File: config.mk
export PLATFORM = sky130hd
export DESIGN_NAME = mw_eeprom
export DESIGN_NICKNAME = d
export VERILOG_FILES = /design/src/rtl/mw_eeprom_pkg.sv /design/src/rtl/mw_pin_sync.sv /design/src/rtl/mw_prog_timer.sv /design/src/rtl/mw_store.sv /design/src/rtl/mw_eeprom.sv
export SDC_FILE = /design/constraint.sdc
export NUM_CORES = 2
export LEC_CHECK = 0
export CORE_MARGIN = 4
export CORE_UTILIZATION = 31
export CTS_CLUSTER_SIZE = 24
export DETAILED_ROUTE_END_ITERATION = 10
export PLACE_DENSITY = 0.51
export SYNTH_ARGS = -nofsm -noshare
export SYNTH_HDL_FRONTEND = slang
export SYNTH_SLANG_ARGS = --single-unit
export TNS_END_PERCENT = 100
File: constraint.sdc
create_clock -name clk -period 3.5 [get_ports clk]
set_input_delay 0.875 -clock clk [delete_from_list [all_inputs] [get_ports clk]]
set_output_delay 0.875 -clock clk [all_outputs]
set_load 0.01 [all_outputs]
File: src/rtl/mw_eeprom_pkg.sv
package mw_eeprom_pkg;
    typedef enum logic [2:0] {
        ST_IDLE, ST_OPC, ST_ADDR, ST_DATA, ST_READ, ST_HOLD
    } mw_state_e;

    typedef enum logic [2:0] {
        JOB_NONE, JOB_WRITE, JOB_ERASE, JOB_ERAL, JOB_WRAL
    } mw_job_e;

    localparam logic [1:0] OPC_EXT   = 2'b00;
    localparam logic [1:0] OPC_WRITE = 2'b01;
    localparam logic [1:0] OPC_READ  = 2'b10;
    localparam logic [1:0] OPC_ERASE = 2'b11;

    localparam logic [1:0] SUB_LOCK   = 2'b00;
    localparam logic [1:0] SUB_FILL   = 2'b01;
    localparam logic [1:0] SUB_CLRALL = 2'b10;
    localparam logic [1:0] SUB_UNLOCK = 2'b11;
endpackage

File: src/rtl/mw_pin_sync.sv
module mw_pin_sync #(
    parameter int N      = 3,
    parameter int STAGES = 2
) (
    input  logic         clk,
    input  logic         rst_n,
    input  logic [N-1:0] pin_i,
    output logic [N-1:0] pin_o
);
    for (genvar b = 0; b < N; b++) begin : g_bit
        logic [STAGES-1:0] chain_q;
        logic [STAGES-1:0] chain_d;
        always_comb chain_d = {chain_q[STAGES-2:0], pin_i[b]};
        always_ff @(posedge clk or negedge rst_n) begin
            if (!rst_n) chain_q <= '0;
            else        chain_q <= chain_d;
        end
        assign pin_o[b] = chain_q[STAGES-1];
    end
endmodule

File: src/rtl/mw_prog_timer.sv
module mw_prog_timer #(
    parameter int T_SHORT = 1000000,
    parameter int T_LONG  = 2000000
) (
    input  logic clk,
    input  logic rst_n,
    input  logic start_i,
    input  logic long_i,
    output logic busy_o,
    output logic done_o
);
    localparam int CNT_W = $clog2(T_LONG + 1);

    logic [CNT_W-1:0] cnt_q, cnt_d;
    logic             busy_q, busy_d;

    always_comb begin
        cnt_d  = cnt_q;
        busy_d = busy_q;
        done_o = busy_q && (cnt_q == '0);
        if (start_i) begin
            busy_d = 1'b1;
            cnt_d  = long_i ? CNT_W'(T_LONG - 1) : CNT_W'(T_SHORT - 1);
        end else if (busy_q) begin
            if (cnt_q == '0) busy_d = 1'b0;
            else             cnt_d  = cnt_q - CNT_W'(1);
        end
    end

    always_ff @(posedge clk or negedge rst_n) begin
        if (!rst_n) begin
            cnt_q  <= '0;
            busy_q <= 1'b0;
        end else begin
            cnt_q  <= cnt_d;
            busy_q <= busy_d;
        end
    end

    assign busy_o = busy_q;

    // the controller never launches a cycle on top of a running one
    a_r10_no_start_while_busy: assert property (@(posedge clk) disable iff (!rst_n)
        start_i |-> !busy_q);
    // a running cycle counts down one per clock without stalling
    a_r8_count_steps: assert property (@(posedge clk) disable iff (!rst_n)
        (busy_q && cnt_q != '0) |=> (busy_q && cnt_q == $past(cnt_q) - CNT_W'(1)));
endmodule

File: src/rtl/mw_store.sv
module mw_store #(
    parameter int WORDS  = 64,
    parameter int WORD_W = 16
) (
    input  logic                     clk,
    input  logic                     rst_n,
    input  logic                     wr_en,
    input  logic                     wr_all,
    input  logic [$clog2(WORDS)-1:0] wr_addr,
    input  logic [WORD_W-1:0]        wr_mask,
    input  logic [WORD_W-1:0]        wr_data,
    input  logic [$clog2(WORDS)-1:0] rd_addr,
    output logic [WORD_W-1:0]        rd_data
);
    localparam int WA = $clog2(WORDS);

    logic [WORD_W-1:0] mem_q [WORDS];
    logic [WORD_W-1:0] mem_d [WORDS];

    always_comb begin
        for (int w = 0; w < WORDS; w++) begin
            mem_d[w] = mem_q[w];
            if (wr_en && (wr_all || wr_addr == WA'(w)))
                mem_d[w] = (mem_q[w] & ~wr_mask) | (wr_data & wr_mask);
        end
    end

    always_ff @(posedge clk or negedge rst_n) begin
        if (!rst_n) begin
            for (int w = 0; w < WORDS; w++) mem_q[w] <= '1;
        end else begin
            for (int w = 0; w < WORDS; w++) mem_q[w] <= mem_d[w];
        end
    end

    assign rd_data = mem_q[rd_addr];

    // a full-mask whole-array store reaches the first and last words
    a_r7_fill_reaches_ends: assert property (@(posedge clk) disable iff (!rst_n)
        (wr_en && wr_all && (&wr_mask)) |=>
            (mem_q[0] == $past(wr_data) && mem_q[WORDS-1] == $past(wr_data)));
endmodule

File: src/rtl/mw_eeprom.sv
module mw_eeprom
    import mw_eeprom_pkg::*;
#(
    parameter int WORDS       = 64,
    parameter int WORD_W      = 16,
    parameter int T_WORD      = 1000000,
    parameter int T_ALL       = 2000000,
    parameter int SYNC_STAGES = 2
) (
    input  logic clk,
    input  logic rst_n,
    input  logic cs,
    input  logic sk,
    input  logic di,
    input  logic org_x16,
    output logic dout,
    output logic dout_en
);
    localparam int WA     = $clog2(WORDS);
    localparam int BA     = WA + 1;
    localparam int BYTE_W = WORD_W / 2;
    localparam int CW     = $clog2(WORD_W + 1);

    typedef struct packed {
        mw_state_e         st;
        logic [CW-1:0]     cnt;
        logic [1:0]        opc;
        logic [BA-1:0]     adr;
        logic [WORD_W-1:0] dat;
        logic [WORD_W-1:0] shr;
        mw_job_e           pend;
        logic              wen;
        logic              stat;
        logic              sk_prev;
        logic              dout;
        logic              doe;
        logic [WA-1:0]     jword;
        logic [WORD_W-1:0] jmask;
        logic [WORD_W-1:0] jdata;
        logic              jall;
    } ctl_t;

    ctl_t ctl_q, ctl_d;

    logic [2:0]        pins_s;
    logic              cs_s, sk_s, di_s, org_s;
    logic              sk_rise;
    logic              tmr_start, tmr_long, tmr_busy, tmr_done;
    logic [WA-1:0]     rd_word;
    logic [WORD_W-1:0] rd_data;
    logic [BA-1:0]     adr_nx;
    logic [WORD_W-1:0] dat_nx;
    logic [1:0]        sub;
    logic [CW-1:0]     aw_len, dw_len;
    logic [BYTE_W-1:0] rd_byte;

    mw_pin_sync #(.N(3), .STAGES(SYNC_STAGES)) u_sync (
        .clk   (clk),
        .rst_n (rst_n),
        .pin_i ({cs, sk, di}),
        .pin_o (pins_s)
    );
    assign cs_s  = pins_s[2];
    assign sk_s  = pins_s[1];
    assign di_s  = pins_s[0];
    assign org_s = org_x16;

    mw_prog_timer #(.T_SHORT(T_WORD), .T_LONG(T_ALL)) u_timer (
        .clk     (clk),
        .rst_n   (rst_n),
        .start_i (tmr_start),
        .long_i  (tmr_long),
        .busy_o  (tmr_busy),
        .done_o  (tmr_done)
    );

    mw_store #(.WORDS(WORDS), .WORD_W(WORD_W)) u_store (
        .clk     (clk),
        .rst_n   (rst_n),
        .wr_en   (tmr_done),
        .wr_all  (ctl_q.jall),
        .wr_addr (ctl_q.jword),
        .wr_mask (ctl_q.jmask),
        .wr_data (ctl_q.jdata),
        .rd_addr (rd_word),
        .rd_data (rd_data)
    );

    always_comb begin
        ctl_d      = ctl_q;
        tmr_start  = 1'b0;
        tmr_long   = 1'b0;
        sk_rise    = sk_s & ~ctl_q.sk_prev;
        ctl_d.sk_prev = sk_s;
        adr_nx     = {ctl_q.adr[BA-2:0], di_s};
        dat_nx     = {ctl_q.dat[WORD_W-2:0], di_s};
        aw_len     = org_s ? CW'(WA) : CW'(BA);
        dw_len     = org_s ? CW'(WORD_W) : CW'(BYTE_W);
        sub        = org_s ? adr_nx[WA-1:WA-2] : adr_nx[BA-1:BA-2];
        rd_word    = org_s ? adr_nx[WA-1:0] : adr_nx[BA-1:1];
        rd_byte    = adr_nx[0] ? rd_data[WORD_W-1:BYTE_W] : rd_data[BYTE_W-1:0];

        if (!cs_s) begin
            ctl_d.st   = ST_IDLE;
            ctl_d.doe  = 1'b0;
            ctl_d.dout = 1'b0;
            ctl_d.pend = JOB_NONE;
            if (ctl_q.st == ST_HOLD && ctl_q.pend != JOB_NONE && !tmr_busy) begin
                tmr_start   = 1'b1;
                tmr_long    = (ctl_q.pend == JOB_ERAL) || (ctl_q.pend == JOB_WRAL);
                ctl_d.stat  = 1'b1;
                ctl_d.jall  = tmr_long;
                ctl_d.jword = org_s ? ctl_q.adr[WA-1:0] : ctl_q.adr[BA-1:1];
                if (org_s || tmr_long)
                    ctl_d.jmask = '1;
                else
                    ctl_d.jmask = ctl_q.adr[0] ? {{BYTE_W{1'b1}}, {BYTE_W{1'b0}}}
                                               : {{BYTE_W{1'b0}}, {BYTE_W{1'b1}}};
                if (ctl_q.pend == JOB_WRITE || ctl_q.pend == JOB_WRAL)
                    ctl_d.jdata = org_s ? ctl_q.dat : {2{ctl_q.dat[BYTE_W-1:0]}};
                else
                    ctl_d.jdata = '1;
            end
        end else if (ctl_q.stat) begin
            if (sk_rise && di_s) begin
                ctl_d.stat = 1'b0;
                ctl_d.doe  = 1'b0;
            end else begin
                ctl_d.doe  = 1'b1;
                ctl_d.dout = ~tmr_busy;
            end
        end else if (sk_rise) begin
            unique case (ctl_q.st)
                ST_IDLE: begin
                    if (di_s) begin
                        ctl_d.st   = ST_OPC;
                        ctl_d.cnt  = '0;
                        ctl_d.pend = JOB_NONE;
                    end
                end
                ST_OPC: begin
                    ctl_d.opc = {ctl_q.opc[0], di_s};
                    ctl_d.cnt = ctl_q.cnt + 1'b1;
                    if (ctl_q.cnt == CW'(1)) begin
                        ctl_d.st  = ST_ADDR;
                        ctl_d.cnt = '0;
                    end
                end
                ST_ADDR: begin
                    ctl_d.adr = adr_nx;
                    ctl_d.cnt = ctl_q.cnt + 1'b1;
                    if (ctl_q.cnt == aw_len - CW'(1)) begin
                        ctl_d.cnt = '0;
                        ctl_d.st  = ST_HOLD;
                        if (!tmr_busy) begin
                            unique case (ctl_q.opc)
                                OPC_READ: begin
                                    ctl_d.st   = ST_READ;
                                    ctl_d.doe  = 1'b1;
                                    ctl_d.dout = 1'b0;
                                    ctl_d.shr  = org_s ? rd_data : {rd_byte, {BYTE_W{1'b0}}};
                                end
                                OPC_WRITE: begin
                                    ctl_d.st   = ST_DATA;
                                    ctl_d.pend = ctl_q.wen ? JOB_WRITE : JOB_NONE;
                                end
                                OPC_ERASE: ctl_d.pend = ctl_q.wen ? JOB_ERASE : JOB_NONE;
                                default: begin
                                    unique case (sub)
                                        SUB_UNLOCK: ctl_d.wen = 1'b1;
                                        SUB_LOCK:   ctl_d.wen = 1'b0;
                                        SUB_CLRALL: ctl_d.pend = ctl_q.wen ? JOB_ERAL : JOB_NONE;
                                        default: begin
                                            ctl_d.st   = ST_DATA;
                                            ctl_d.pend = ctl_q.wen ? JOB_WRAL : JOB_NONE;
                                        end
                                    endcase
                                end
                            endcase
                        end
                    end
                end
                ST_DATA: begin
                    ctl_d.dat = dat_nx;
                    ctl_d.cnt = ctl_q.cnt + 1'b1;
                    if (ctl_q.cnt == dw_len - CW'(1)) ctl_d.st = ST_HOLD;
                end
                ST_READ: begin
                    if (ctl_q.cnt == dw_len) begin
                        ctl_d.doe = 1'b0;
                        ctl_d.st  = ST_HOLD;
                    end else begin
                        ctl_d.dout = ctl_q.shr[WORD_W-1];
                        ctl_d.shr  = {ctl_q.shr[WORD_W-2:0], 1'b0};
                        ctl_d.cnt  = ctl_q.cnt + 1'b1;
                    end
                end
                default: ;
            endcase
        end
    end

    always_ff @(posedge clk or negedge rst_n) begin
        if (!rst_n) ctl_q <= '0;
        else        ctl_q <= ctl_d;
    end

    assign dout    = ctl_q.dout;
    assign dout_en = ctl_q.doe;

    // dropping chip select always releases the output
    a_r11_release_on_deselect: assert property (@(posedge clk) disable iff (!rst_n)
        !cs_s |=> !dout_en);
    // no programming cycle is ever launched while writes are locked
    a_r4_start_needs_unlock: assert property (@(posedge clk) disable iff (!rst_n)
        tmr_start |-> ctl_q.wen);
    // pending status keeps the output driven until the release bit arrives
    a_r9_status_driven: assert property (@(posedge clk) disable iff (!rst_n)
        (cs_s && ctl_q.stat && !(sk_rise && di_s)) |=> dout_en);
endmodule

==> results.md <==
- Status: complete, no violations
- Final setup violation count: 0
- First-pass GRT wire length: 288,000 um
- Yosys top cell area share: 0.4411
- Highest clock rate: 300.3 MHz
- Most frequent cells after synthesis: 1,024 x dfstp_2, 1,005 x mux2_2, 484 x nand2_1
- Syn nets: 4,838
- Rel. slew slack: 0.2800
- Clock Skew: 0.02923 ns
- R2R setup slack: 0.17 ns
- DRC: 0
- Max Slew Vio Count: 0
- Largest net degree at the start of global routing: 105
- Total Wirelength: 191,600 um
- P_sw: 6.456 mW
- Initial Util: 0.3122
- Hold Path End: u_sync.g_bit[2].chain_q[1]
- FF-to-FF End: ctl_q[56]
- Synthesized cell area: 0.06100 mm^2
- Placer Congestion: 0.8964
- Die Ht: 451.6 um
- Via count: 40.76k
- Hold Path Depth: 0
- Avg Cell Area, Syn: 12.65 um^2
- Top post-synthesis cells by area: dfstp_2 44%, mux2_2 19%, mux4_2 6.0%
- Net Sw Frac: 0.2292
- Area leader, netlist: dfstp_2
- Post-DP HPWL: 131,100 um
- Share of cells above drive strength 1: 0.5853
- FF/Latch Area: 0.02969 mm^2
- Die footprint: 0.2039 mm^2
- Unique masters post-synth: 81
- Clock share of power: 0.498
- CTS H-tree depth: 4
- Final WS setup: 0.1700 ns
- Combinational power share: 0.034
- 1st-iter DRT viols: 2,766
- P_int: 21.71 mW
- Initial antenna violation count: 3
- R2R depth: 12
- CP required: 4.14 ns
- Hold WC Path Type: reg -> reg
- Drt wl/cell: 25.02 um
- Nets@finish: 4,948
- Core area: 0.1954 mm^2
- PD cells: 398.5 mW/mm^2
- WP data arrival: 3.97 ns
- Top-count cell post-synth: dfstp_2
- Most used DFF post-synth: dfstp_2
- Clock transition at path regs: 0.06 ns
- Asr flop ratio synth: 1.000
- DIE WIDTH: 451.6 um
- CTS Buffer Depth: 3
- Reg-to-Reg Start: adr_nx[1]
- Seq/Total Area, Yosys: 0.4862
- Final min period: 3.330 ns
- Vias in the first global route: 42.01k
- Leak: 27.73 nW
- Total gr overflow: 0
- Setup WS pre-CTS: -0.2730 ns
- CP Max Fanout: 33
- Vias/cell: 5.322
- CTS tree: built
- Max cap viols: 0
- GRT Overall Usage: 0.1855
- Layout area overhead: 15.88%
- Final hold vios: 0
- CTS root buf: clkbuf_16
- Crit path capture type: flop
- Tcrit/Tclk final: 0.9514
- FILL cells: 18.97k
- Worst-Margin Slew: 1.080 ns
- Crit start category: flop
- Sink Count: 1,134
- Postcts setup bufs: 0
- Synth Register Bits: 1,134
- Pre-antenna DRT Iters: 7
- Ys Warns: 0
- Number of synthesized flops with an enable pin: 0
- Hold Path Origin: u_sync.g_bit[2].chain_q[0]
- Sum of negative setup slack: 0 ns
- Setup Crit Path Kind: reg -> reg
- DRT antenna net count: 0
- I/O pin count: 8
- CTS Buf Count: 132
- Multi-input gate area: 0.02967 mm^2
- Mapped Cells: 4,824
- RSZ-0062 raised after global routing: no
- IO buf count: 7
- Seq pwr share: 0.468
- Worst VDD drop: 437.3 uV
- Row cnt: 162
- Util after Layout: 0.3617
- Clock latency on the worst-skew pair: 0.78 ns
[layout make-up]
cell class	count	share of cell area
multi-input combinational	3287	0.4198
tap	2624	0.04645
clock buffer	187	0.05411
sequential	1134	0.4201
antenna	5	0.0001770
timing repair buffer	366	0.05148
clock inverter	43	0.007258
inverter	13	0.0006904
[worst max path at each step]
stage	slack (ns)	startpoint	end	cells past startpoint
CTS	0.16	u_timer.cnt_q[9]	flop	9
finish	0.17	adr_nx[1]	ctl_q[56]	12
global route	0.03	u_sync.g_bit[0].chain_q[1]	ctl_q[57]	10
floorplan	0.01	org_x16	ctl_q[44]	13
global placement	-0.25	org_x16	ctl_q[56]	11
detailed placement	-0.27	org_x16	ctl_q[56]	11
[timing repair]
| item | CTS | global route |
|---|---|---|
| setup endpoints to repair | 0 | 1 |
| resized for setup | 0 | 1 |
| hold buffers | 0 | 0 |
[cell usage in the layout (no fill, tap or decap), types with 26 or more instances in the layout]
| cell type | instances |
|---|---|
| mux2_2 | 1003 |
| buf_12 | 69 |
| a21boi_0 | 32 |
| nor2_8 | 45 |
| a22oi_1 | 44 |
| nand2b_1 | 102 |
| mux2_1 | 107 |
| dfstp_2 | 1024 |
| nor2_4 | 75 |
| a31oi_1 | 56 |
| clkbuf_1 | 28 |
| a32oi_1 | 26 |
| buf_4 | 290 |
| o22ai_1 | 28 |
| o221ai_1 | 39 |
| nor2b_1 | 37 |
| o21ai_0 | 97 |
| clkbuf_16 | 136 |
| mux2i_1 | 259 |
| nand3_1 | 142 |
| a21oi_1 | 166 |
| nor2_1 | 82 |
| a221oi_1 | 29 |
| nand2_1 | 484 |
| mux4_2 | 162 |
| dfrtp_1 | 89 |
[stage by stage]
step                cell area, um^2  hold WS [ns]  cells  power (mW)
floorplan                     61020        0.3312   4824       13.75
global placement              66330        0.3323   7424       14.35
detailed placement            66330        0.3347   7424       14.35
CTS                           70670        0.3487   7654       28.60
global route                  70670        0.3534   7655       29.15
finish                        70680        0.3478   7659       28.17
[routing by layer]
metal  vias up  track usage  part of all wire
met4         0      0.05012             0.024
li1      17926            -                 -
met3       254      0.02960             0.043
met1     21692       0.2619              0.47
met2       890       0.2953              0.46
met5         -            0                 0
[critical path, stage by stage, from the launching register on]
cell	delay (ns)
dfrtp_4	0.53
buf_12	0.31
nand2b_1	0.20
o22ai_4	0.22
buf_12	0.20
buf_4	0.17
nand3_1	0.07
nand4_1	0.15
o21ai_0	0.12
o21ai_0	0.52
buf_4	0.22
o21ai_0	0.07
or3_1	0.35
[cells by family after synthesis]
family | share of synthesized area
muxes | 0.3082
DFF | 0.4862
and+or+nand+nor | 0.1045
AOI/OAI and AO/OA | 0.06798
buffers and inverters | 0.02984
xor gates and xnor gates | 0.001580
adders and majority gates | 0.001641
[power groups by stage]
| stage | combinational, mW | sequential [mW] | clock (mW) |
|---|---|---|---|
| finish | 0.945 | 13.2 | 14.0 |
| global route | 1.03 | 13.2 | 14.9 |
| CTS | 0.967 | 13.2 | 14.4 |
| detailed placement | 0.966 | 13.4 | 0 |
| global placement | 0.962 | 13.4 | 0 |
| floorplan | 0.371 | 13.4 | 0 |
Power figures use the tool's default switching activity.
